<file path="src/rtl/spi_regport_pkg.sv">
package spi_regport_pkg;

  localparam int unsigned ADDR_W = 14;
  localparam int unsigned DATA_W = 8;
  localparam int unsigned LOW_BITS = DATA_W - 1;

  typedef enum logic [1:0] {
    PH_CMD0 = 2'd0,
    PH_CMD1 = 2'd1,
    PH_DATA = 2'd2,
    PH_DONE = 2'd3
  } phase_e;

  // Low address bits sit reversed in byte 0 below the direction flag;
  // high address bits sit reversed in byte 1 above the padding bit.
  function automatic logic [ADDR_W-1:0] decode_addr(input logic [DATA_W-1:0] b0,
                                                    input logic [DATA_W-1:0] b1);
    logic [ADDR_W-1:0] a;
    for (int k = 0; k < int'(LOW_BITS); k++) begin
      a[k]            = b0[LOW_BITS-1-k];
      a[LOW_BITS + k] = b1[DATA_W-1-k];
    end
    return a;
  endfunction

endpackage

</file>
<file path="src/rtl/spi_regport_sync.sv">
module spi_regport_sync #(
  parameter int unsigned WIDTH  = 3,
  parameter int unsigned STAGES = 2,
  parameter logic [WIDTH-1:0] RST_VAL = '0
) (
  input  logic             clk,
  input  logic             rst_n,
  input  logic [WIDTH-1:0] d,
  output logic [WIDTH-1:0] q
);

  logic [WIDTH-1:0] stg [STAGES];

  genvar s;
  generate
    for (s = 0; s < STAGES; s++) begin : g_stage
      if (s == 0) begin : g_first
        always_ff @(posedge clk or negedge rst_n) begin
          if (!rst_n) stg[s] <= RST_VAL;
          else        stg[s] <= d;
        end
      end else begin : g_next
        always_ff @(posedge clk or negedge rst_n) begin
          if (!rst_n) stg[s] <= RST_VAL;
          else        stg[s] <= stg[s-1];
        end
      end
    end
  endgenerate

  assign q = stg[STAGES-1];

endmodule

</file>
<file path="src/rtl/spi_regport_frame.sv">
module spi_regport_frame
  import spi_regport_pkg::*;
(
  input  logic              clk,
  input  logic              rst_n,
  input  logic              sclk_s,
  input  logic              cs_n_s,
  input  logic              mosi_s,
  output logic [ADDR_W-1:0] addr,
  output logic [DATA_W-1:0] wdata,
  output logic              rd_go,
  output logic              wr_go,
  output logic              tx_en,
  output logic              tx_shift
);

  logic              sclk_q;
  logic [2:0]        bit_q, bit_nx;
  phase_e            ph_q, ph_nx;
  logic [DATA_W-1:0] sh_q, sh_nx;
  logic [DATA_W-1:0] b0_q, b0_nx;
  logic [ADDR_W-1:0] addr_q, addr_nx;
  logic              rd_q, rd_nx;
  logic [DATA_W-1:0] wd_q, wd_nx;
  logic              rd_go_q, rd_go_nx;
  logic              wr_go_q, wr_go_nx;
  logic              rise, fall, byte_end;

  always_comb begin
    rise     = sclk_s & ~sclk_q & ~cs_n_s;
    fall     = ~sclk_s & sclk_q & ~cs_n_s;
    byte_end = rise && (bit_q == 3'd7) && (ph_q != PH_DONE);

    bit_nx   = bit_q;
    ph_nx    = ph_q;
    sh_nx    = sh_q;
    b0_nx    = b0_q;
    addr_nx  = addr_q;
    rd_nx    = rd_q;
    wd_nx    = wd_q;
    rd_go_nx = 1'b0;
    wr_go_nx = 1'b0;

    if (cs_n_s) begin
      bit_nx = 3'd0;
      ph_nx  = PH_CMD0;
    end else if (rise && (ph_q != PH_DONE)) begin
      sh_nx  = {sh_q[DATA_W-2:0], mosi_s};
      bit_nx = bit_q + 3'd1;
      if (byte_end) begin
        ph_nx = phase_e'(ph_q + 2'd1);
        case (ph_q)
          PH_CMD0: b0_nx = sh_nx;
          PH_CMD1: begin
            addr_nx  = decode_addr(b0_q, sh_nx);
            rd_nx    = b0_q[DATA_W-1];
            rd_go_nx = b0_q[DATA_W-1];
          end
          PH_DATA: begin
            if (!rd_q) begin
              wd_nx    = sh_nx;
              wr_go_nx = 1'b1;
            end
          end
          default: ;
        endcase
      end
    end
  end

  always_ff @(posedge clk or negedge rst_n) begin
    if (!rst_n) begin
      sclk_q  <= 1'b0;
      bit_q   <= 3'd0;
      ph_q    <= PH_CMD0;
      sh_q    <= '0;
      b0_q    <= '0;
      addr_q  <= '0;
      rd_q    <= 1'b0;
      wd_q    <= '0;
      rd_go_q <= 1'b0;
      wr_go_q <= 1'b0;
    end else begin
      sclk_q  <= sclk_s;
      bit_q   <= bit_nx;
      ph_q    <= ph_nx;
      sh_q    <= sh_nx;
      b0_q    <= b0_nx;
      addr_q  <= addr_nx;
      rd_q    <= rd_nx;
      wd_q    <= wd_nx;
      rd_go_q <= rd_go_nx;
      wr_go_q <= wr_go_nx;
    end
  end

  assign addr     = addr_q;
  assign wdata    = wd_q;
  assign rd_go    = rd_go_q;
  assign wr_go    = wr_go_q;
  assign tx_en    = ~cs_n_s & rd_q & (ph_q == PH_DATA);
  assign tx_shift = fall & (ph_q == PH_DATA) & (bit_q != 3'd0);

endmodule

</file>
<file path="src/rtl/spi_regport_tx.sv">
module spi_regport_tx
  import spi_regport_pkg::*;
(
  input  logic              clk,
  input  logic              rst_n,
  input  logic              load,
  input  logic [DATA_W-1:0] load_val,
  input  logic              shift,
  input  logic              en,
  output logic              miso
);

  logic [DATA_W-1:0] tx_q, tx_nx;

  always_comb begin
    tx_nx = tx_q;
    if (load)       tx_nx = load_val;
    else if (shift) tx_nx = {tx_q[DATA_W-2:0], 1'b0};
  end

  always_ff @(posedge clk or negedge rst_n) begin
    if (!rst_n) tx_q <= '0;
    else        tx_q <= tx_nx;
  end

  assign miso = en & tx_q[DATA_W-1];

endmodule

</file>
<file path="src/rtl/spi_regport_slave.sv">
module spi_regport_slave
  import spi_regport_pkg::*;
#(
  parameter logic [13:0] ID_ADDR     = 14'h0140,
  parameter logic [7:0]  ID_VALUE    = 8'h6B,
  parameter int unsigned SYNC_STAGES = 2
) (
  input  logic        clk,
  input  logic        rst_n,
  input  logic        sclk,
  input  logic        cs_n,
  input  logic        mosi,
  output logic        miso,
  output logic [13:0] reg_addr,
  output logic        reg_we,
  output logic [7:0]  reg_wdata,
  output logic        reg_re,
  input  logic [7:0]  reg_rdata
);

  logic [2:0]        pins_s;
  logic [ADDR_W-1:0] addr;
  logic [DATA_W-1:0] wdata;
  logic              rd_go, wr_go, tx_en, tx_shift;
  logic              ld_q, id_hit;
  logic [DATA_W-1:0] load_val;

  spi_regport_sync #(
    .WIDTH   (3),
    .STAGES  (SYNC_STAGES),
    .RST_VAL (3'b100)
  ) u_sync (
    .clk   (clk),
    .rst_n (rst_n),
    .d     ({cs_n, sclk, mosi}),
    .q     (pins_s)
  );

  spi_regport_frame u_frame (
    .clk      (clk),
    .rst_n    (rst_n),
    .sclk_s   (pins_s[1]),
    .cs_n_s   (pins_s[2]),
    .mosi_s   (pins_s[0]),
    .addr     (addr),
    .wdata    (wdata),
    .rd_go    (rd_go),
    .wr_go    (wr_go),
    .tx_en    (tx_en),
    .tx_shift (tx_shift)
  );

  assign id_hit = (addr == ID_ADDR);

  always_ff @(posedge clk or negedge rst_n) begin
    if (!rst_n) ld_q <= 1'b0;
    else        ld_q <= rd_go;
  end

  assign load_val = id_hit ? ID_VALUE : reg_rdata;

  spi_regport_tx u_tx (
    .clk      (clk),
    .rst_n    (rst_n),
    .load     (ld_q),
    .load_val (load_val),
    .shift    (tx_shift),
    .en       (tx_en),
    .miso     (miso)
  );

  assign reg_addr  = addr;
  assign reg_wdata = wdata;
  assign reg_we    = wr_go & ~id_hit;
  assign reg_re    = rd_go & ~id_hit;

endmodule

</file>
<file path="config.mk">
export PLATFORM = sky130hd
export DESIGN_NAME = spi_regport_slave
export DESIGN_NICKNAME = d
export VERILOG_FILES = /design/src/rtl/spi_regport_pkg.sv /design/src/rtl/spi_regport_sync.sv /design/src/rtl/spi_regport_frame.sv /design/src/rtl/spi_regport_tx.sv /design/src/rtl/spi_regport_slave.sv
export SDC_FILE = /design/constraint.sdc
export NUM_CORES = 1
export LEC_CHECK = 0
export ABC_AREA = 1
export BUFFER_PORTS_ARGS = -buffer_cell sky130_fd_sc_hd__clkbuf_2
export CORE_ASPECT_RATIO = 0.5
export CORE_MARGIN = 5
export CORE_UTILIZATION = 60
export CTS_CLUSTER_DIAMETER = 60
export CTS_CLUSTER_SIZE = 24
export DETAILED_ROUTE_END_ITERATION = 6
export GPL_TIMING_DRIVEN = 1
export HOLD_SLACK_MARGIN = 0.08
export MAX_ROUTING_LAYER = met4
export PLACE_DENSITY = 0.95
export SETUP_SLACK_MARGIN = 0.5
export SYNTH_ARGS = -nofsm -noshare
export SYNTH_HDL_FRONTEND = slang
export SYNTH_SLANG_ARGS = --single-unit
</file>
<file path="constraint.sdc">
create_clock -name clk -period 2.31 [get_ports clk]
set_input_delay 0.462 -clock clk [delete_from_list [all_inputs] [get_ports clk]]
set_output_delay 0.462 -clock clk [all_outputs]
set_load 0.02 [all_outputs]
</file>
==> flow_summary.yaml, run 1 <==
cells_and_area:
  mostFrequentLayoutCell: "nand2_1"
  drive_above_1_share: 0.3592
  nFillCells: 233
  diodes: 0
  area_delta_synth_final_pct: 27.92
  stdcell_area_um2: 3348
  fin_nets: 363
  layout_common_cells: "75 x nand2_1, 59 x dfrtp_1, 34 x clkbuf_2"
placed_design:
  gp_congestion: 0.8280
  dp_hpwl_um: 3778
  port_buffers: 37
  place_area_um2: 2830
setup_path:
  start_kind: "flop"
  r2r_cells: 8
  startpoint: "u_frame.ph_q[0]$_DFFE_PN0P_"
  crit_cells: 6
  worstPathBufferInverterCount: 3
  crit_path_end_kind: "primary output"
  cp_data_arrival_time_ns: 1.49
  r2r_start: "u_frame.ph_q[1]$_DFFE_PN0P_"
  crit_type: "flop to primary output"
  crit_chain: "inv_2, ha_4, inv_2, nor2_4, and3_4, buf_8"
  rrSetupSlack_ns: 0.54
  slowest_stage: "dfrtp_1"
  crit_top_cell: "inv_2"
  slowest_delay_ns: 0.43
  r2r-end: "u_frame.addr[13]$_DFFE_PN0P_"
  crit_end: "miso"
  critPathTopFamily: "flip-flops"
  worstPathMaxFanout: 3
  required_ns: 1.85
floorplanning:
  num_rows: 17
  start_util: 0.6092
  ios: 38
  die_height_um: 56.71
  core_area_um2: 4297
  die-area_um2: 5864
  die_x_um: 103.4
synthesis:
  yosysWarningCount: 0
  synth_cell_types: 23
  avgSynthCellArea_um2: 9.623
  synth_top_cells_by_area: "dfrtp_1 56%, nand2_1 11%, o21ai_2 5.0%, o21ai_0 4.4%, inv_1 4.2%"
  synth_nets: 292
  yosys.area.top_type: "dfrtp_1"
  postSynthCellCount: 272
  syn-cell-area_um2: 2618
  synth_top_cell_area_share: 0.5641
  seq_area_frac_synth: 0.5841
  ys_ff_latch: 61
power_and_ir_drop:
  max-vdd-ir-drop_mv: 0.4330
  power_frac_seq: 0.503
  power.switching_w: 0.0005795
  p_clk_frac: 0.434
  leakagePower_nw: 1.707
  p_int_w: 0.001664
  power_density_nw_per_um2: 670.1
  swShare: 0.2583
  p_comb_frac: 0.062
sta:
  hold_viol_final: 0
  max_freq_mhz: 512.4
  fin_hold_ws_ns: 0.09272
  final.setup.tns_ns: 0
  worstMarginPinSlew_ns: 0.5604
  rsz0062_at_grt: "true"
  fin_crit_sh: 0.8449
  setup_viol: 0
  skew_ns: 0.004597
  slew_viol_final: 0
  relSlewSlack: 0.6264
  fin_crit_ns: 1.952
run_status:
  violations: "DRC"
  status: "finished, violations left"
grt:
  grt_pass1_vias: 2158
  grt_use_total: 0.2620
  antenna_found_initial: 0
  grt_max_degree: 41
  grt_overflow: 0
  grt_pass1_wl_um: 11120
cts:
  cts_buffer_depth: 2
  numCtsBuffers: 9
  htree_levels: 3
  cts_root_buf: "clkbuf_8"
  cts_tree: "done"
  clock_latency_ns: 0.35
  clk_pin_slew_ns: 0.07
  cts.sinks: 61
  postCtsHoldBufs: 0
drt:
  wl_um: 8264
  wl_per_cell_um: 20.40
  via_count: 2379
  vias_per_cell: 5.874
  drtIter0Drc: 247
  drc: 1
  drt_first_pass_iters: 7
  ant_nets: 0
hold_path:
  hp-class: "primary input to asynchronous set/reset pin"
run:
  cap_violations: 0
[cell families after synthesis]
group                      synth area share
AOI/OAI and AO/OA                    0.1195
adders and majority gates           0.03346
buffers and inverters               0.06740
DFF                                  0.5841
and+or+nand+nor                      0.1955
[cells in the mapped netlist, drive strengths merged]
library cell  count
a21boi            2
o21ai            39
nor2             27
ha                7
inv              30
a21oi             4
nand2            80
o21bai            3
buf               5
or2               1
and3              1
clkbuf            2
dfrtp            59
dfstp             2
nand3            10
[worst min path at each step]
stage / to / slack, ns / cells past startpoint
after floorplan: ld_q$_DFF_PN0_ / 0.17 / 0
after global placement: u_sync.q[0]$_DFF_PN0_ / 0.33 / 0
after detailed placement: u_sync.q[0]$_DFF_PN0_ / 0.34 / 0
after CTS: u_frame.wdata[0]$_DFFE_PN0P_ / 0.11 / 1
after global routing: u_frame.wdata[0]$_DFFE_PN0P_ / 0.14 / 1
final: u_frame.wdata[0]$_DFFE_PN0P_ / 0.09 / 1
[area by class of cell]
| cell class | count | area (µm²) | area share |
|---|---|---|---|
| clock buffer | 10 | 137.6 | 0.04111 |
| sequential | 61 | 1529 | 0.4567 |
| timing repair buffer | 67 | 437.9 | 0.1308 |
| clock inverter | 6 | 62.56 | 0.01868 |
| multi-input combinational | 174 | 997.2 | 0.2978 |
| tap | 57 | 71.32 | 0.02130 |
| inverter | 30 | 112.6 | 0.03363 |
[layer usage]
| layer | up-vias | wire, µm | track usage |
|---|---|---|---|
| met1 | 1125 | 3158 | 0.3164 |
| met2 | 197 | 3759 | 0.3958 |
| li1 | 997 | - | - |
| met3 | 60 | 789 | 0.09057 |
| met5 | - | 0 | - |
| met4 | 0 | 556 | 0.1199 |
[per-stage QoR]
step / worst slack [ns] / cells / power (W) / utilization
after global placement: 0.5174 / 360 / 0.001254 / 0.6587
after CTS: 0.4112 / 387 / 0.002213 / 0.7397
after global routing: 0.2352 / 405 / 0.002312 / 0.7793
after floorplan: 0.6697 / 272 / 0.001202 / -
after detailed placement: 0.3592 / 360 / 0.001266 / 0.6587
final: 0.3584 / 405 / 0.002244 / 0.7793
[power groups by stage]
stage / Sequential [W] / Combinational (W) / Clock [W]
after global routing: 0.00113 / 0.000154 / 0.00103
after CTS: 0.00112 / 0.000123 / 0.000966
final: 0.00113 / 0.000140 / 0.000975
after floorplan: 0.00114 / 0.0000640 / 0
after detailed placement: 0.00114 / 0.000122 / 0
after global placement: 0.00114 / 0.000113 / 0
[sequential cells by signal (all words and copies together) (netlist names)]
name	cells
u_frame.bit_q	3
u_frame.ph_q	2
u_sync.q	3
u_frame.wr_go	1
u_frame.sh_q	7
u_frame.addr	14
ld_q	1
u_sync.stg	3
u_frame.b0_q	8
u_frame.rd_q	1
u_frame.wdata	8
u_tx.tx_q	8
u_frame.sclk_q	1
u_frame.rd_go	1
[repair_timing]
action	in CTS	in global routing
endpoints found under the setup margin	26	38
pin swaps	8	8
gates resized for setup	19	14
endpoints found under the hold margin	0	0
setup buffers	11	18
(Power assumes the default switching activity.)
==> run 2, diff against run 1 <==
--- a/config.mk
+++ b/config.mk
@@ -5,18 +5,18 @@
 export SDC_FILE = /design/constraint.sdc
 export NUM_CORES = 1
 export LEC_CHECK = 0
-export ABC_AREA = 1
+export ABC_AREA = 0
 export BUFFER_PORTS_ARGS = -buffer_cell sky130_fd_sc_hd__clkbuf_2
 export CORE_ASPECT_RATIO = 0.5
 export CORE_MARGIN = 5
-export CORE_UTILIZATION = 60
+export CORE_UTILIZATION = 56
 export CTS_CLUSTER_DIAMETER = 60
 export CTS_CLUSTER_SIZE = 24
 export DETAILED_ROUTE_END_ITERATION = 6
 export GPL_TIMING_DRIVEN = 1
 export HOLD_SLACK_MARGIN = 0.08
 export MAX_ROUTING_LAYER = met4
-export PLACE_DENSITY = 0.95
+export PLACE_DENSITY = 0.91
 export SETUP_SLACK_MARGIN = 0.5
 export SYNTH_ARGS = -nofsm -noshare
 export SYNTH_HDL_FRONTEND = slang
==> constraint.sdc (replaced) <==
create_clock -name clk -period 1.8 [get_ports clk]
set_input_delay 0.36 -clock clk [delete_from_list [all_inputs] [get_ports clk]]
set_output_delay 0.36 -clock clk [all_outputs]
set_load 0.02 [all_outputs]
==> run 2 against run 1 <==
Effect of this change:
- the run ends with setup timing left
- sequential power increased by 34%
- register-to-register slack got worse by 1.1 ns
- hold slack better by 0.011 ns
- critical path type unchanged
- combinational power grew 57%
- final cell count fell by 8.9%
- critical path depth shrank 2
- via count grew 10%
- clock skew is 0.010 ns higher
- utilization grew 17 points
- global-route usage rose by 9.4 points
- largest cell class unchanged
- cell area grew 25%
==> flow_summary.yaml, run 2 <==
setup_path:
  critPathTopFamily: "simple AND/OR/NAND/NOR gates"
  crit_type: "flop to primary output"
  crit_chain: "or4_4, or4_4, and2_4, buf_8"
  start_kind: "flop"
  required_ns: 1.44
  slowest_delay_ns: 0.56
  crit_path_end_kind: "primary output"
  crit_top_cell: "or4_4"
  cp_data_arrival_time_ns: 2.21
  slowest_stage: "or4_4"
  worstPathMaxFanout: 3
  worstPathBufferInverterCount: 1
synthesis:
  postSynthCellCount: 201
  synth_cell_types: 35
  yosys.area.top_type: "dfrtp_1"
  yosysWarningCount: 0
  syn-cell-area_um2: 2561
  seq_area_frac_synth: 0.5970
  synth_ff_type: "dfrtp_1"
  synth_top_cells_by_area: "dfrtp_1 58%, mux2_2 14%, ha_1 3.4%, nand2_1 3.4%, dfstp_2 2.1%"
  synth_top_cell_area_share: 0.5765
  synth_nets: 221
  avgSynthCellArea_um2: 12.74
  synthArstFlopShare: 1.000
  synth-edff-count: 0
  yosys.cell_count.top_type: "dfrtp_1"
  synth_common_cells: "59 x dfrtp_1, 32 x mux2_2, 23 x nand2_1"
  ys_ff_latch: 61
sta:
  worstMarginPinSlew_ns: 0.6356
  relSlewSlack: 0.5754
  skew_ns: 0.01477
  max_freq_mhz: 389.7
  hold_viol_final: 0
  final.setup.tns_ns: -5.716
  fin_crit_ns: 2.566
  slew_viol_final: 0
  fin_crit_sh: 1.426
  rsz0062_at_grt: "true"
  setup_viol: 38
  setup_ws_ns: -0.7663
floorplanning:
  core_area_um2: 4403
  start_util: 0.5817
  die_x_um: 105.6
  die-area_um2: 6108
  die_height_um: 57.82
  num_rows: 17
  ios: 38
placed_design:
  port_buffers: 37
  dp_hpwl_um: 3791
  gp_congestion: 0.8370
  dp_cells: 308
drt:
  wl_um: 12440
  drc: 0
  wl_per_cell_um: 33.70
  drt_first_pass_iters: 7
  drtIter0Drc: 295
  vias_per_cell: 7.108
  ant_nets: 0
  via_count: 2623
cts:
  cts.sinks: 61
  cts_tree: "done"
  cts_root_buf: "clkbuf_8"
  numCtsBuffers: 9
  clock_latency_ns: 0.35
  clk_pin_slew_ns: 0.08
  cts_buffer_depth: 2
  htree_levels: 3
hold_path:
  hp-class: "primary input to flop"
power_and_ir_drop:
  power_density_nw_per_um2: 673.0
  max-vdd-ir-drop_mv: 0.7750
  leakagePower_nw: 2.012
cells_and_area:
  mostFrequentLayoutCell: "dfrtp_1"
  largest_register_ff_count: 14
  fin_nets: 326
  nFillCells: 89
  layout_common_cells: "52 x dfrtp_1, 44 x buf_6, 19 x mux2_4"
  ff_latch_area_um2: 1538
  multi_input_area_um2: 1290
  drive_above_1_share: 0.6624
  fin_cells: 369
  area_delta_synth_final_pct: 63.56
grt:
  grt_pass1_wl_um: 15320
  grt_pass1_vias: 2420
  grt_max_degree: 62
  grt_overflow: 0
  antenna_found_initial: 0
  grt_use_total: 0.3560
run:
  cap_violations: 0
run_status:
  status: "finished, violations left"
  violations: "setup timing"
-- run 2: cell count changes in the layout (fill, tap and decap cells not counted), sizes merged, moves of 4 or more --
cell    delta
a211oi     +6
inv       -20
nor2      -22
mux2      +32
clkbuf    -11
nor4       +4
o21ai     -35
nand2     -57
buf       +50
o211ai     +6
nand3      -6
-- run 2: area by class of cell --
| type | instances | share of cell area |
|---|---|---|
| Tap cell | 57 | 0.01703 |
| Timing Repair Buffer | 104 | 0.2616 |
| Antenna cell | 1 | 0.0005974 |
| Multi-Input combinational cell | 120 | 0.3079 |
| Inverter | 10 | 0.008961 |
| Clock inverter | 3 | 0.003584 |
| Clock buffer | 13 | 0.03315 |
| Sequential cell | 61 | 0.3671 |
-- run 2: path summary, 6_finish.rpt --
check | cells after the start | startpoint | end | slack (ns)
max in group asynchronous | 3 | rst_n | u_sync.stg[5]$_DFF_PN1_ | 0.88
max | 4 | u_frame.addr[12]$_DFFE_PN0P_ | reg_re | -0.77
min reg2reg | 0 | u_sync.stg[3]$_DFF_PN0_ | u_sync.q[0]$_DFF_PN0_ | 0.35
min in group asynchronous | 3 | rst_n | u_frame.addr[0]$_DFFE_PN0P_ | 0.60
max reg2reg | 6 | u_frame.addr[12]$_DFFE_PN0P_ | u_tx.tx_q[6]$_DFFE_PN0P_ | -0.51
min | 1 | cs_n | u_sync.stg[5]$_DFF_PN1_ | 0.10
-- run 2: repair_timing --
action	4_1_cts	5_1_grt
hold buffers	1	0
endpoints found under the hold margin	59	0
setup buffers	23	18
cloned	2	0
resized for setup	103	68
pin swaps	18	21
setup endpoints to repair	70	72
-- run 2: per-stage QoR --
stage	total power, W	utilization	area, µm²	setup slack, ns	hold WS (ns)
after detailed placement	0.001617	0.6840	3012	-0.3138	0.3444
after CTS	0.002620	0.8716	3837	-0.7031	0.1035
after floorplan	0.001544	-	2630	-0.3585	0.06441
after global placement	0.001608	0.6840	3012	-0.2982	0.3336
final	0.002819	0.9514	4189	-0.7663	0.1034
after global routing	0.002877	0.9508	4187	-0.7784	0.1052
-- run 2: logic make-up after synthesis --
logic type | after synthesis | share of synthesized area
flops | 61 | 0.5970
simple gates | 55 | 0.1265
fa+ha+maj | 7 | 0.03419
compound gates | 25 | 0.06986
buf+inv | 21 | 0.03175
mux | 32 | 0.1407
-- run 2: metal layers --
| layer | track usage | share of wire | vias up |
|---|---|---|---|
| met4 | 0.1568 | 0.077 | 0 |
| met5 | - | 0 | - |
| met2 | 0.5335 | 0.41 | 318 |
| li1 | - | - | 938 |
| met1 | 0.4524 | 0.35 | 1264 |
| met3 | 0.1090 | 0.15 | 103 |
-- run 2: worst reg2reg max path, cell delays in order (launching register included) --
cell	delay (ns)
dfrtp_1	0.43
or4_4	0.56
or4_4	0.56
buf_4	0.16
buf_6	0.11
buf_6	0.13
a311oi_2	0.27
-- run 2: power breakdown --
| part | leakage (nW) | internal, W | total (W) | switching (W) |
|---|---|---|---|---|
| clock | 0.0812 | 0.000496 | 0.00109 | 0.000589 |
| combinational | 1.16 | 0.0000848 | 0.000220 | 0.000135 |
| sequential | 0.774 | 0.00142 | 0.00151 | 0.0000977 |
| total | 2.01 | 0.00200 | 0.00282 | 0.000823 |
==> run 3, diff against run 2 <==
--- a/config.mk
+++ b/config.mk
@@ -9,7 +9,7 @@
 export BUFFER_PORTS_ARGS = -buffer_cell sky130_fd_sc_hd__clkbuf_2
 export CORE_ASPECT_RATIO = 0.5
 export CORE_MARGIN = 5
-export CORE_UTILIZATION = 56
+export CORE_UTILIZATION = 57
 export CTS_CLUSTER_DIAMETER = 60
 export CTS_CLUSTER_SIZE = 24
 export DETAILED_ROUTE_END_ITERATION = 6
@@ -20,4 +20,5 @@
 export SETUP_SLACK_MARGIN = 0.5
 export SYNTH_ARGS = -nofsm -noshare
 export SYNTH_HDL_FRONTEND = slang
+export SYNTH_HIERARCHICAL = 1
 export SYNTH_SLANG_ARGS = --single-unit
==> run 3 against run 2 <==
Effect of this change:
- the flow still finishes with violations (setup timing)
- clock power grew 23%
- flip-flop and latch count is the same
- combinational power grew 8%
- utilization shrank 9.2 points
- hold slack lost 0.0081 ns
- global-route usage shrank 8.1 points
- wire length shrank 28%
- cell area shrank 7.0%
- area after synthesis grew 7.6%
- power grew 12%
- critical endpoint is now u_tx/tx_q[7]$_DFFE_PN0P_
- largest cell class unchanged
- highest routed layer unchanged
==> flow_summary.yaml, run 3 <==
synthesis:
  avgSynthCellArea_um2: 14.82
  syn-cell-area_um2: 2756
  synth_cell_types: 31
  synth_ff_type: "dfrtp_1"
  synth-edff-count: 0
  seq_area_frac_synth: 0.5547
  synth_top_cells_by_area: "dfrtp_1 54%, mux2_4 9.3%, mux2_2 8.6%, mux2i_1 3.3%, ha_1 3.2%"
  yosys.cell_count.top_type: "dfrtp_1"
  synth_nets: 206
  synth_top_cell_area_share: 0.5356
  yosys.area.top_type: "dfrtp_1"
  synth_common_cells: "59 x dfrtp_1, 21 x mux2_2, 17 x mux2_4"
  ys_ff_latch: 61
  yosysWarningCount: 6
  synthArstFlopShare: 1.000
  postSynthCellCount: 186
setup_path:
  crit_chain: "inv_2, ha_4, or4bb_4, a21oi_4, buf_12, mux2i_1, o21ai_1"
  required_ns: 1.99
  r2r-end: "u_tx/tx_q[7]$_DFFE_PN0P_"
  worstPathMaxFanout: 8
  start_kind: "flop"
  worstPathBufferInverterCount: 2
  critPathTopFamily: "simple AND/OR/NAND/NOR gates"
  crit_path_end_kind: "flop"
  r2r_start: "u_frame/ph_q[0]$_DFFE_PN0P_"
  cp_data_arrival_time_ns: 2.27
  slowest_stage: "or4bb_4"
  rrSetupSlack_ns: -0.28
  slowest_delay_ns: 0.47
  r2r_cells: 7
  crit_type: "flop to flop"
sta:
  setup_viol: 36
  final.setup.tns_ns: -1.866
  relSlewSlack: 0.6215
  skew_ns: 0.01777
  rsz0062_at_grt: "true"
  max_freq_mhz: 481.6
  worstMarginPinSlew_ns: 0.5678
  fin_crit_sh: 1.154
  setup_ws_ns: -0.2764
  hold_viol_final: 0
  fin_crit_ns: 2.076
  slew_viol_final: 0
  fin_hold_ws_ns: 0.09525
run_status:
  violations: "setup timing"
  status: "finished, violations left"
hold_path:
  hp-class: "primary input to flop"
  min_to: "u_sync/stg[5]$_DFF_PN1_"
  holdPathStages: 1
  hp-start: "cs_n"
cells_and_area:
  mostFrequentLayoutCell: "dfrtp_1"
  diodes: 0
  fin_nets: 286
  drive_above_1_share: 0.6089
  area_delta_synth_final_pct: 41.26
  stdcell_area_um2: 3894
  layout_common_cells: "52 x dfrtp_1, 38 x mux2_4, 26 x buf_4"
  fin_cells: 337
  largest_register_ff_count: 14
floorplanning:
  core_area_um2: 4531
  start_util: 0.6084
  ios: 38
  num_rows: 17
  die_x_um: 108.3
  die-area_um2: 6411
  die_height_um: 59.17
drt:
  wl_per_cell_um: 26.54
  ant_nets: 0
  drc: 0
  vias_per_cell: 6.047
  drt_first_pass_iters: 4
  wl_um: 8944
  via_count: 2038
  drtIter0Drc: 188
grt:
  antenna_found_initial: 0
  grt_overflow: 0
  grt_max_degree: 62
  grt_use_total: 0.2747
  grt_pass1_vias: 2014
  grt_pass1_wl_um: 12040
placed_design:
  dp_slack_ns: -0.08758
  place_area_um2: 3118
  port_buffers: 37
  gp_congestion: 0.8140
  dp_hpwl_um: 3821
  dp_cells: 290
cts:
  cts_tree: "done"
  numCtsBuffers: 9
  cts_buffer_depth: 2
  htree_levels: 3
  clk_pin_slew_ns: 0.07
  cts.sinks: 61
  cts_root_buf: "clkbuf_8"
  clock_latency_ns: 0.36
run:
  cap_violations: 0
power_and_ir_drop:
  max-vdd-ir-drop_mv: 0.5913
  power_density_nw_per_um2: 814.2
  leakagePower_nw: 1.816
## run 3: cell count changes after synthesis, sizes merged, moves of 4 or more
cell	delta
nand2	-14
mux2i	+9
a211oi	-6
clkbuf	-6
mux2	+6
o211ai	-6
a41o	+5
a41oi	+5
buf	+5
o21ai	+4
## run 3: metrics by stage
stage / power, W / util
2_1_floorplan: 0.001629 / -
3_3_place_gp: 0.001713 / 0.6882
3_5_place_dp: 0.001734 / 0.6882
4_1_cts: 0.003086 / 0.8061
5_1_grt: 0.003256 / 0.8594
6_report: 0.003170 / 0.8594
## run 3: cell type report
class / instances / area (µm²)
Clock buffer: 11 / 131.4
Sequential cell: 61 / 1538
Multi-Input combinational cell: 105 / 1260
Timing Repair Buffer: 79 / 769.5
Clock inverter: 5 / 75.07
Tap cell: 66 / 82.58
Fill cell: 160 / 636.9
Inverter: 10 / 37.54
## run 3: worst reg2reg max path: stages, from the launching register on
cell and delay, ns:
dfrtp_2 0.46, inv_2 0.11, ha_4 0.16, or4bb_4 0.47, a21oi_4 0.15, buf_12 0.15, mux2i_1 0.27, o21ai_1 0.16
## run 3: repair_timing
item,in CTS,in global routing
hold buffers,1,0
endpoints found under the hold margin,59,0
resized for setup,50,43
pin swaps,9,10
cloned,1,1
setup buffers,12,16
endpoints found under the setup margin,66,74
## run 3: layer usage
layer / vias to the layer above / track usage / wire [µm]
met5: - / - / 0
met4: 0 / 0.1367 / 455
met3: 42 / 0.07943 / 920
met2: 155 / 0.4258 / 4030
met1: 1018 / 0.3345 / 3538
li1: 823 / - / -
## run 3: how the worst max path moves through the flow
stage	start	end	slack (ns)	cells past startpoint
6_report	u_frame/ph_q[0]$_DFFE_PN0P_	u_tx/tx_q[7]$_DFFE_PN0P_	-0.28	7
5_1_grt	u_frame/ph_q[0]$_DFFE_PN0P_	u_tx/tx_q[7]$_DFFE_PN0P_	-0.29	7
3_5_place_dp	u_frame/ph_q[0]$_DFFE_PN0P_	u_tx/tx_q[2]$_DFFE_PN0P_	-0.09	7
2_1_floorplan	u_frame/ph_q[0]$_DFFE_PN0P_	u_frame/b0_q[0]$_DFFE_PN0P_	0.03	6
3_3_place_gp	u_frame/ph_q[0]$_DFFE_PN0P_	u_tx/tx_q[1]$_DFFE_PN0P_	0.02	7
4_1_cts	u_frame/addr[7]$_DFFE_PN0P_	reg_we	-0.08	3
## run 3: kinds of logic after synthesis
group	share of synthesized area
AND/OR/NAND/NOR	0.08534
XOR/XNOR	0.003178
AO/OA/AOI/OAI	0.05855
multiplexers	0.2111
flip-flops	0.5547
buffers and inverters	0.05538
adder cells (fa/ha/maj)	0.03177
## run 3: report_power, final
part           leakage (nW)  internal (W)  switching [W]
clock                 0.107      0.000773       0.000568
sequential            0.768       0.00145       0.000145
combinational         0.940      0.000146      0.0000911
